[config.mk]
export PLATFORM = sky130hd
export DESIGN_NAME = fspd_ctrl
export DESIGN_NICKNAME = d
export VERILOG_FILES = /design/src/rtl/fspd_pkg.sv /design/src/rtl/fspd_edge_det.sv /design/src/rtl/fspd_idle_timer.sv /design/src/rtl/fspd_tx_gate.sv /design/src/rtl/fspd_ctrl.sv
export SDC_FILE = /design/constraint.sdc
export NUM_CORES = 1
export LEC_CHECK = 0
export ABC_AREA = 1
export BUFFER_PORTS_ARGS = -buffer_cell sky130_fd_sc_hd__buf_4
export CAP_MARGIN = 20
export CORE_UTILIZATION = 35
export DETAILED_ROUTE_END_ITERATION = 16
export SETUP_SLACK_MARGIN = 0.1
export SLEW_MARGIN = 20
export SYNTH_ARGS = -nofsm -noshare
export SYNTH_HDL_FRONTEND = slang
export SYNTH_SLANG_ARGS = --single-unit
[constraint.sdc]
create_clock -name clk -period 2.8 [get_ports clk]
set_input_delay 0.56 -clock clk [delete_from_list [all_inputs] [get_ports clk]]
set_output_delay 0.56 -clock clk [all_outputs]
set_load 0.01 [all_outputs]
[src/rtl/fspd_pkg.sv]
package fspd_pkg;

    typedef enum logic {
        PWR_DOWN = 1'b0,
        PWR_UP   = 1'b1
    } pwr_state_e;

    typedef struct packed {
        logic tx;
        logic rx;
    } sync_evt_t;

    localparam int unsigned SYNC_LINES  = 2;
    localparam int unsigned TX_NEEDED   = 2;
    localparam int unsigned TXCNT_W     = $clog2(TX_NEEDED + 1);

    function automatic logic [TXCNT_W-1:0] sat_inc(input logic [TXCNT_W-1:0] v);
        if (v >= TXCNT_W'(TX_NEEDED)) begin
            return TXCNT_W'(TX_NEEDED);
        end
        return v + TXCNT_W'(1);
    endfunction

endpackage

[src/rtl/fspd_edge_det.sv]
module fspd_edge_det #(
    parameter int unsigned LINES = 2
) (
    input  logic             clk,
    input  logic             rst,
    input  logic [LINES-1:0] line_in,
    output logic [LINES-1:0] rise
);
    logic [LINES-1:0] prev_q;

    for (genvar g = 0; g < LINES; g++) begin : g_line
        always_ff @(posedge clk) begin
            if (rst) begin
                prev_q[g] <= 1'b0;
            end else begin
                prev_q[g] <= line_in[g];
            end
        end
        assign rise[g] = line_in[g] & ~prev_q[g];

        // a line held high yields no further edge
        p_single_edge_r6: assert property (@(posedge clk) disable iff (rst)
            rise[g] |=> !rise[g]);
    end
endmodule

[src/rtl/fspd_idle_timer.sv]
module fspd_idle_timer #(
    parameter int unsigned LIMIT = 100000
) (
    input  logic clk,
    input  logic rst,
    input  logic active,
    input  logic restart,
    output logic expire
);
    localparam int unsigned CW = $clog2(LIMIT + 1);

    logic [CW-1:0] cnt_q;

    always_ff @(posedge clk) begin
        if (rst || !active || restart) begin
            cnt_q <= '0;
        end else if (cnt_q != CW'(LIMIT)) begin
            cnt_q <= cnt_q + CW'(1);
        end
    end

    assign expire = active && !restart && (cnt_q == CW'(LIMIT - 1));

    // the idle count never runs past the limit while powered
    p_idle_bound_r5: assert property (@(posedge clk) disable iff (rst)
        active |-> (cnt_q < CW'(LIMIT)));

    // leaving the powered state restarts the count
    p_idle_clear_r5: assert property (@(posedge clk) disable iff (rst)
        !active |=> (cnt_q == '0));
endmodule

[src/rtl/fspd_tx_gate.sv]
module fspd_tx_gate
    import fspd_pkg::*;
(
    input  logic clk,
    input  logic rst,
    input  logic pwr_next,
    input  logic tx_edge,
    input  logic pwr_now,
    output logic drive_en
);
    logic [TXCNT_W-1:0] cnt_q;

    always_ff @(posedge clk) begin
        if (rst || !pwr_next) begin
            cnt_q <= '0;
        end else if (tx_edge) begin
            cnt_q <= sat_inc(cnt_q);
        end
    end

    assign drive_en = pwr_now && (cnt_q == TXCNT_W'(TX_NEEDED));

    // any entry into power-down leaves the count empty
    p_cnt_clear_r9: assert property (@(posedge clk) disable iff (rst)
        !pwr_next |=> (cnt_q == '0));

    // count saturates at the required number
    p_cnt_sat_r8: assert property (@(posedge clk) disable iff (rst)
        cnt_q <= TXCNT_W'(TX_NEEDED));
endmodule

[src/rtl/fspd_ctrl.sv]
module fspd_ctrl
    import fspd_pkg::*;
#(
    parameter int unsigned CLK_HZ       = 100_000_000,
    parameter int unsigned TIMEOUT_CLKS = CLK_HZ / 1000
) (
    input  logic clk,
    input  logic rst,
    input  logic pdn_pin,
    input  logic tx_sync,
    input  logic rx_sync,
    output logic powered_up,
    output logic tx_drive_en
);
    pwr_state_e state_q, state_d;
    sync_evt_t  evt;
    logic [SYNC_LINES-1:0] rise_vec;
    logic any_edge;
    logic idle_expire;

    fspd_edge_det #(.LINES(SYNC_LINES)) u_edge (
        .clk     (clk),
        .rst     (rst),
        .line_in ({tx_sync, rx_sync}),
        .rise    (rise_vec)
    );

    assign evt      = sync_evt_t'(rise_vec);
    assign any_edge = evt.tx | evt.rx;

    fspd_idle_timer #(.LIMIT(TIMEOUT_CLKS)) u_timer (
        .clk     (clk),
        .rst     (rst),
        .active  (state_q == PWR_UP),
        .restart (any_edge),
        .expire  (idle_expire)
    );

    always_comb begin
        state_d = state_q;
        if (pdn_pin) begin
            state_d = PWR_DOWN;
        end else begin
            unique case (state_q)
                PWR_DOWN: if (any_edge)    state_d = PWR_UP;
                PWR_UP:   if (idle_expire) state_d = PWR_DOWN;
                default:                   state_d = PWR_DOWN;
            endcase
        end
    end

    always_ff @(posedge clk) begin
        if (rst) begin
            state_q <= PWR_DOWN;
        end else begin
            state_q <= state_d;
        end
    end

    assign powered_up = (state_q == PWR_UP);

    fspd_tx_gate u_gate (
        .clk      (clk),
        .rst      (rst),
        .pwr_next (state_d == PWR_UP),
        .tx_edge  (evt.tx),
        .pwr_now  (powered_up),
        .drive_en (tx_drive_en)
    );

    // control pin forces power-down on the next edge
    p_pin_down_r2: assert property (@(posedge clk) disable iff (rst)
        pdn_pin |=> !powered_up);

    // a sync edge wakes the block when the pin allows
    p_wake_r3: assert property (@(posedge clk) disable iff (rst)
        (!pdn_pin && !powered_up && (tx_sync || rx_sync) && any_edge) |=> powered_up);

    // no sync edge, no wake-up
    p_stay_down_r4: assert property (@(posedge clk) disable iff (rst)
        (!powered_up && !any_edge) |=> !powered_up);

    // the data pin is only driven while powered
    p_drive_pwr_r7: assert property (@(posedge clk) disable iff (rst)
        tx_drive_en |-> powered_up);

    // reset leaves everything released
    p_reset_r1: assert property (@(posedge clk)
        rst |=> (!powered_up && !tx_drive_en));
endmodule

==> results.md, run 1 <==
- The area share of the leading cell type in the synthesized netlist is 0.3946.
- The complex-gate fraction of the synthesized area is 0.1222.
- After synthesis, the share of flip-flops with an asynchronous set or reset is 0.
- The worst setup path is launched from a flip-flop.
- Of the cells placed in the final design, the portion with a size suffix greater than 1 is 0.1379.
- The height of the die is 58.47 µm.
- In this run the static leakage power is 0.0004574 µW.
- The portion of total power attributed to sequential cells is 0.544.
- The count of port buffers added during placement is 6.
- The cell with the most instances after synthesis is nand2_1.
- The clock share of power is 0.421.
- In this run, post-CTS hold repair placed 0 buffers.
- The highest cell delay on the worst timing path is 0.56 ns.
- The routed wire length is 2.134 mm.
- Counting stages on the worst path, the most repeated cell is inv_1.
- The tree is rooted in a clkbuf_4.
- The congestion estimate from routability-driven global placement came to 0.8521.
- The multi-input combinational cell area is 564.3 µm².
- The cell count after placement is 214.
- From synthesis to final layout, the design area changed by 13.23%.
- The routed layout has 1,001 vias.
- The ratio of total power to cell area is 463.6 nW/µm².
- The ratio of routed vias to standard cells is 4.592.
- Traced cell by cell, the critical path runs through inv_1, nor3_2, inv_1, a21oi_1.
- The worst hold path class is input pin to flip-flop.
- After detailed routing, the met3 layer carries 51 µm of wire.
- Entering global routing, the biggest net connects 14 pins.
- After synthesis, the largest family of logic cells by area is simple AND/OR/NAND/NOR gates.
- Setup repair after global routing left no endpoint under its margin.
- Of the total power, the share spent switching nets is 0.1972.
- The remaining global-route overflow is 0.
- The share of the cycle needed by the critical path after routing is 0.5607.
- The number of post-CTS setup repair buffers is 0.
- The final count of pins violating max slew is 0.
- The number of enable-type register cells in the synthesized netlist is 0.
- Of the total synthesized cell area, the portion taken by AND, OR, NAND and NOR gates is 0.3610.
- The number of distinct library cells after synthesis is 22.
- The sequential cell area fraction in the yosys report is 0.3946.
- STA puts the critical path data required time at 3.03 ns.
- The final non-filler cell total is 218.
- The initial antenna violation count is 0.
- The number of register bits inferred by synthesis is 22.
- The fraction of the mapped netlist area in adder cells is 0.02242.
- The placed wire-length estimate is 1.665 mm.
- The analysis attributes to net switching a power of 115.5 µW.
- The standard cell with the maximum stage delay on the critical path is nor3_2.
- The number of iterations in the first detailed-routing pass is 4.
- The area occupied by registers is 440.4 µm².
- By count the netlist is led by nand2_1 (36), inv_1 (24), nor2_1 (24), dfxtp_1 (22), a21oi_1 (14).
- The later-pin clock latency in the skew report is 0.31 ns.
- In the detailed route, the total length drawn on met2 is 997 µm.
- By area the synthesized netlist is led by dfxtp_1 (39%), nand2_1 (12%), inv_1 (8.1%).
- After clock tree synthesis, the repair step resized 0 gates.
- The final routed wire length divided by cell count is 9.789 µm.
- The synthesized area divided by synthesized cell count is 6.764 µm².
- The CTS tree is yes.
- Among all flip-flop cells after synthesis, the most frequent one is dfxtp_1.
- Measured against its own limit, the worst slew margin works out to 0.5682.
- The first routing iteration left 20 violations.
- The maximum fanout count along the critical path is 11.
- STA classifies the critical path endpoint as a flip-flop.
- The run finished with clean final reports.
- In this run the cell area of the synthesized design comes to 1116 µm².
- The internal power of the cells totals 470.3 µW.
- The detail route stage leaves a number of antenna-violating nets equal to 0.
- The residual DRC count is 0.
- The combinational share of power is 0.035.
- The net count reported at finish is 182.
- The fraction of synthesized cell area in xor and xnor cells is 0.
- Clock skew on the completed layout was measured at 0.01741 ns.
- The number of H-tree levels is 1.
- In the global route stage, overall resource usage came out at 0.1405.
- The tool flagged a number of max-cap violations equal to 0.
- After floorplanning, the core was divided into 20 placement rows.
- The wire length of the first global-routing pass is 3.753 mm.
- Counting the fill cells in the layout gives 311.
- The maximum achievable frequency is 636.9 MHz.
- The total negative setup slack is 0 ns.
- Synthesis produced a netlist whose cell count is 165.
- At the worst endpoint, the arrival time is 1.80 ns.
- The number of hold violations in the final report was 0.
- Across the VDD grid, the largest voltage drop is 0.2247 mV.
- Counting every net in the synthesized netlist gives 172.
- The post-synthesis cell type with the largest combined area is dfxtp_1.
- The number of buffers between clock root and the deepest sink is 2.
- For the pin with the worst max-slew slack, the measured transition is 0.6441 ns.
- The number of diodes is 0.
- The routed length on met1 is 1.066 mm.
- The floorplan step set the die width to 58.47 µm.
- For this run, the number of Yosys warnings is 0.
- Routed signal wires occupy layers up through met4.
- The final setup violation count is 0.
- After synthesis, the share of cell area in mux cells is 0.
- The clock-pin slew on the worst setup and hold paths is 0.14 ns.
- The worst path in the final design needs a cycle of 1.570 ns, including I/O delays and setup.
- The floorplan die area is 3419 µm².
- The number of global-route vias before repair is 910.
- CTS saw 22 sinks.
- The startpoint-to-endpoint class of the critical path is flip-flop to flip-flop.
- The final core utilization is 0.4174.
- The total clock buffers created by CTS is 3.
- The core footprint is 3028 µm².
- The initial utilization of the core area, before any placement, comes to 0.3686.
- The top-level port count is 7.
-- final cells by class --
class	count	share of cell area
clock buffer	3	0.01782
clock inverter	1	0.02376
inverter	28	0.08416
multi-input combinational	114	0.4465
sequential	22	0.3485
tap	44	0.04356
timing repair buffer	6	0.03564
-- registers in the layout, indices dropped and copies added (netlist names) --
| register | cells |
|---|---|
| u_gate.cnt_q | 2 |
| u_timer.cnt_q | 17 |
| u_edge.prev_q | 2 |
| powered_up | 1 |
-- metrics by stage --
| stage | setup WS, ns | total power [µW] | hold WS (ns) | instance area, µm² |
|---|---|---|---|---|
| final | 1.230 | 585.8 | 0.4127 | 1264 |
| after floorplan | 1.552 | 337.0 | 0.4524 | 1116 |
| after global placement | 0.9994 | 345.3 | 0.4750 | 1211 |
| after CTS | 1.209 | 592.7 | 0.4113 | 1264 |
| after detailed placement | 0.9197 | 345.9 | 0.4802 | 1211 |
| after global routing | 1.017 | 611.0 | 0.3986 | 1264 |
-- cells by family (layout without fill, tap and decap cells) --
kind of cell             count (synthesis)  count (layout)
AND/OR/NAND/NOR                         85              85
buffers and inverters                   29              38
AO/OA/AOI/OAI                           27              27
flip-flops                              22              22
adder cells (fa/ha/maj)                  2               2
-- routing by layer --
layer,vias up,GRT usage
met5,-,0
met4,0,0.04762
met3,2,0.02198
met1,454,0.1834
met2,7,0.2365
li1,538,-
-- final timing paths --
check,start,endpoint,slack [ns],cells past startpoint
setup / recovery,powered_up$_SDFF_PP0_,u_timer.cnt_q[1]$_SDFFE_PP0P_,1.23,4
hold / removal,rst,u_edge.prev_q[1]$_SDFF_PP0_,0.41,2
setup reg to reg,powered_up$_SDFF_PP0_,u_timer.cnt_q[1]$_SDFFE_PP0P_,1.23,4
hold reg to reg,u_timer.cnt_q[12]$_SDFFE_PP0P_,u_timer.cnt_q[12]$_SDFFE_PP0P_,0.51,2
-- power by group through the flow --
| stage | logic (µW) | registers [µW] | clock network (µW) |
|---|---|---|---|
| after floorplan | 11.5 | 325 | 0 |
| after global placement | 19.8 | 325 | 0 |
| after detailed placement | 20.4 | 326 | 0 |
| after CTS | 20.5 | 319 | 253 |
| after global routing | 23.2 | 319 | 268 |
| final | 20.3 | 319 | 247 |
-- layout by cell type, fill, tap and decap left out, drive strengths merged --
master   n
inv     27
clkbuf   3
o21ai   12
nand3    7
nand2   39
or2      1
clkinv   1
nor2    27
ha       2
buf      6
dfxtp   22
a31oi    1
bufinv   1
a21oi   14
nor3     5
nand4    6
-- worst max-delay path: cells and delay by family (launching register included) --
| family | cells | cell delay [ns] |
|---|---|---|
| flip-flops | 1 | 0.40 |
| AND/OR/NAND/NOR | 1 | 0.56 |
| AO/OA/AOI/OAI | 1 | 0.20 |
| buffers and inverters | 2 | 0.33 |
Power figures use the tool's default switching activity.
==> run 2: changes to the inputs <==
--- a/config.mk
+++ b/config.mk
@@ -5,7 +5,7 @@
 export SDC_FILE = /design/constraint.sdc
 export NUM_CORES = 1
 export LEC_CHECK = 0
-export ABC_AREA = 1
+export ABC_AREA = 0
 export BUFFER_PORTS_ARGS = -buffer_cell sky130_fd_sc_hd__buf_4
 export CAP_MARGIN = 20
 export CORE_UTILIZATION = 35
==> constraint.sdc (replaced) <==
create_clock -name clk -period 1.5 [get_ports clk]
set_input_delay 0.3 -clock clk [delete_from_list [all_inputs] [get_ports clk]]
set_output_delay 0.3 -clock clk [all_outputs]
set_load 0.01 [all_outputs]
==> run 2 against run 1 <==
The run now ends with setup timing left. Largest power group unchanged. Critical path type unchanged. Register-to-register slack lost 1.3 ns. Clock-buffer cell count grew 1. Sequential cell count is the same. Cell area grew 20%. Combinational power grew to 2.5 times the previous value.
==> results.md, run 2 <==
- The run finished, with violations left.
- The checks that failed: setup timing.
- Summed over all layers, the global routing overflow is 0.
- In the final layout, flip-flops and latches occupy 465.4 µm².
- The register with the most flip-flops in the layout has 17 of them.
- The worst register-to-register path begins at u_timer.cnt_q[2]$_SDFFE_PP0P_.
- The largest registers in the layout are u_timer.cnt_q (17), u_edge.prev_q (2), u_gate.cnt_q (2).
- The commonest cells after synthesis are dfxtp_1 (22), nor2_1 (12), nand2_1 (8), inv_1 (7).
- The worst hold slack across all endpoints is 0.1559 ns.
- For the final database, setup skew stands at 0.008460 ns.
- The number of diodes is 0.
- The most common library cell in the layout ignoring fill and taps is buf_4.
- The routed layout has 932 vias.
- The maximum fanout count along the critical path is 5.
- The setup path with the least slack is of type flip-flop to flip-flop.
- The placed wire-length estimate is 1.586 mm.
- Tracing the worst setup path back leads to its startpoint at u_timer.cnt_q[2]$_SDFFE_PP0P_.
- The total design power is 1023 µW.
- The startpoint class of the critical path is a flip-flop.
- The type of destination of the critical path is a flip-flop.
- Counting flops and latches in the post-synthesis netlist gives 22.
- The slew of the pin with the lowest slew margin is 0.4288 ns.
- The top-level port count is 7.
- Once routing completed, OpenROAD measured the worst setup slack at -0.03466 ns.
- The area share of the leading cell type in the synthesized netlist is 0.4308.
- The number of iterations in the first detailed-routing pass is 4.
- The number of max-capacitance violations reported is 0.
- The cell with the most instances after synthesis is dfxtp_1.
- The max-slew headroom at the worst pin is 0.7119.
- The height of the die is 56.05 µm.
- The worst hold path class is input pin to flip-flop.
- The final count of pins violating max slew is 0.
- The proportion of layout cells with a drive suffix above 1 is 0.4564.
- Wires add up to 2.206 mm.
- In this run the most critical hold path is launched from rst.
- The routed design could run at a clock period as short as 1.535 ns.
- Dividing the final minimum period by the clock period gives 1.023.
- The clock passes through at most 2 buffers.
- After synthesis the cells add up to 1022 µm².
- For this run, the number of standard cells in the final layout without fillers is 180.
- The number of global-route vias before repair was 918.
- The placer congestion estimate is 0.7585.
- In this run, distinct cell masters in the synthesized netlist total 33.
- The multi-input combinational cell area is 693.2 µm².
- In the layout the commonest cells are buf_4 (25), nor2_1 (12), dfxtp_1 (10).
- The count of port buffers added during placement is 6.
- By area the synthesized netlist is led by dfxtp_1 (43%), nor2_1 (4.4%), xor2_1 (4.3%).
- The later pin in the worst-skew pair is clocked with a latency of 0.30 ns.
- The clock-pin slew on the worst setup and hold paths is 0.13 ns.
- The total number of yosys warnings is 0.
- The ratio of routed vias to standard cells is 5.178.
- The required time reported for the critical path endpoint is 1.75 ns.
- The clock net in this run drives a total of 22 sinks.
- In this run, synthesis inferred 0 flip-flops with an integrated enable.
- The overall routing resource usage is 0.1547.
- The proportion of register bits with asynchronous set or reset after synthesis is 0.
- For the worst setup path, the data arrival time is 1.78 ns.
- The synthesized area divided by synthesized cell count is 8.663 µm².
- Setup violations remaining at the end of the flow were counted as 2.
- The number of hold violations in the final report came to 0.
- The share of the Yosys chip area taken by registers is 0.4308.
- The total number of placement rows is 19.
- The number of instances in the synthesized netlist is 118.
- The register containing the most flip-flops in the final layout is u_timer.cnt_q.
- When the netlist entered floorplanning its net count stood at 125.
- The synthesized design spends more area on one cell type than any other, namely dfxtp_1.
- TritonCTS built the clock tree.
- The master cell of the clock root buffer is clkbuf_4.
- The number of filler instances in the final layout is 248.
- The die covers 3141 µm².
- The area overhead of the layout relative to synthesis is 48.47%.
- The cell count after placement is 174.
- Entering global routing, the biggest net connects 14 pins.
- The post-route antenna net violation count is 0.
- Based on the critical path, the design can be clocked at up to 651.6 MHz.
- The floorplan step set the die width to 56.05 µm.
- The wire length of the first global-routing pass is 3.967 mm.
- VDD sags by at most 0.4543 mV.
- Setup total negative slack on the finished layout was measured at -0.05998 ns.
- The ratio of total power to cell area is 674.1 nW/µm².
- Buffers inserted during clock tree synthesis total 3.
- The most instantiated flip-flop cell in the synthesis netlist is dfxtp_1.
- The residual DRC count is 0.
- The final cell area excluding filler cells is 1518 µm².
- The initial utilization of the core area, before any placement, comes to 0.3707.
- The initial antenna violation count came to 0.
- The number of DRC markers in iteration 0 is 16.
- Setup repair after global routing could not meet its margin everywhere.
- In this run the static leakage power is 0.0005374 µW.
- After clock tree synthesis, the flow added hold-fix buffers numbering 0.
- The core footprint is 2758 µm².
- The post-detailed-placement cell area is 1299 µm².
- Dividing the detail-routed wire length by the instance count gives 12.26 µm.
- At the end of the flow, the number of nets in the layout was 157.
- The number of H-tree levels is 1.
-- run 2: changes by cell type after synthesis, sizes merged, moves of 5 or more --
cell / before / now
xor2: 0 / 5
o21ai: 12 / 3
nor2: 27 / 12
nand2: 39 / 8
nor2b: 0 / 6
a21oi: 14 / 6
inv: 27 / 7
-- run 2: power breakdown --
| part | internal [µW] | switching (µW) |
|---|---|---|
| Sequential | 583 | 3.91 |
| Combinational | 28.3 | 22.9 |
| Clock | 203 | 182 |
-- run 2: cell type report --
| cell class | count | area share |
|---|---|---|
| flip-flops and latches | 22 | 0.3067 |
| well taps | 31 | 0.02556 |
| repair buffers | 30 | 0.1608 |
| multi-input cells | 86 | 0.4567 |
| inverters | 7 | 0.01896 |
| clock buffers | 4 | 0.03133 |
-- run 2: cells by family after synthesis --
| kind of cell | synth area share |
|---|---|
| and+or+nand+nor | 0.3195 |
| AOI/OAI and AO/OA | 0.1016 |
| DFF | 0.4308 |
| xor gates and xnor gates | 0.07711 |
| buffers and inverters | 0.03672 |
| adders and majority gates | 0.02448 |
| muxes | 0.009792 |
-- run 2: worst paths after layout --
check	endpoint	cells past startpoint	slack [ns]
min	u_edge.prev_q[0]$_SDFF_PP0_	2	0.16
min reg2reg	u_timer.cnt_q[16]$_SDFFE_PP0P_	2	0.51
max reg2reg	u_timer.cnt_q[16]$_SDFFE_PP0P_	4	-0.03
max	u_timer.cnt_q[16]$_SDFFE_PP0P_	4	-0.03
-- run 2: layer usage --
metal  part of all wire  vias up  global-route usage
li1                   -      480                   -
met1               0.51      443              0.2014
met2               0.47        7              0.2653
met3              0.017        2             0.02326
met4             0.0086        0             0.04181
met5                  0        -                   0
-- run 2: stage by stage --
step             util  setup slack, ns
2_1_floorplan       -         -0.02897
3_3_place_gp   0.4710         -0.04318
3_5_place_dp   0.4710          -0.1273
4_1_cts        0.5136         -0.04842
5_1_grt        0.5504          -0.1077
6_report       0.5504         -0.03466
-- run 2: critical path, stage by stage, from the launching register on --
cell     delay [ns]
dfxtp_4        0.38
nand4_4        0.10
or4_4          0.55
or3_1          0.32
a21oi_1        0.14
-- run 2: timing repair --
action                     in CTS  in global routing
cloned                          0                  0
setup endpoints to repair       7                 12
gates resized for setup        20                 17
pin swaps                       5                  8
buffers inserted                1                  1
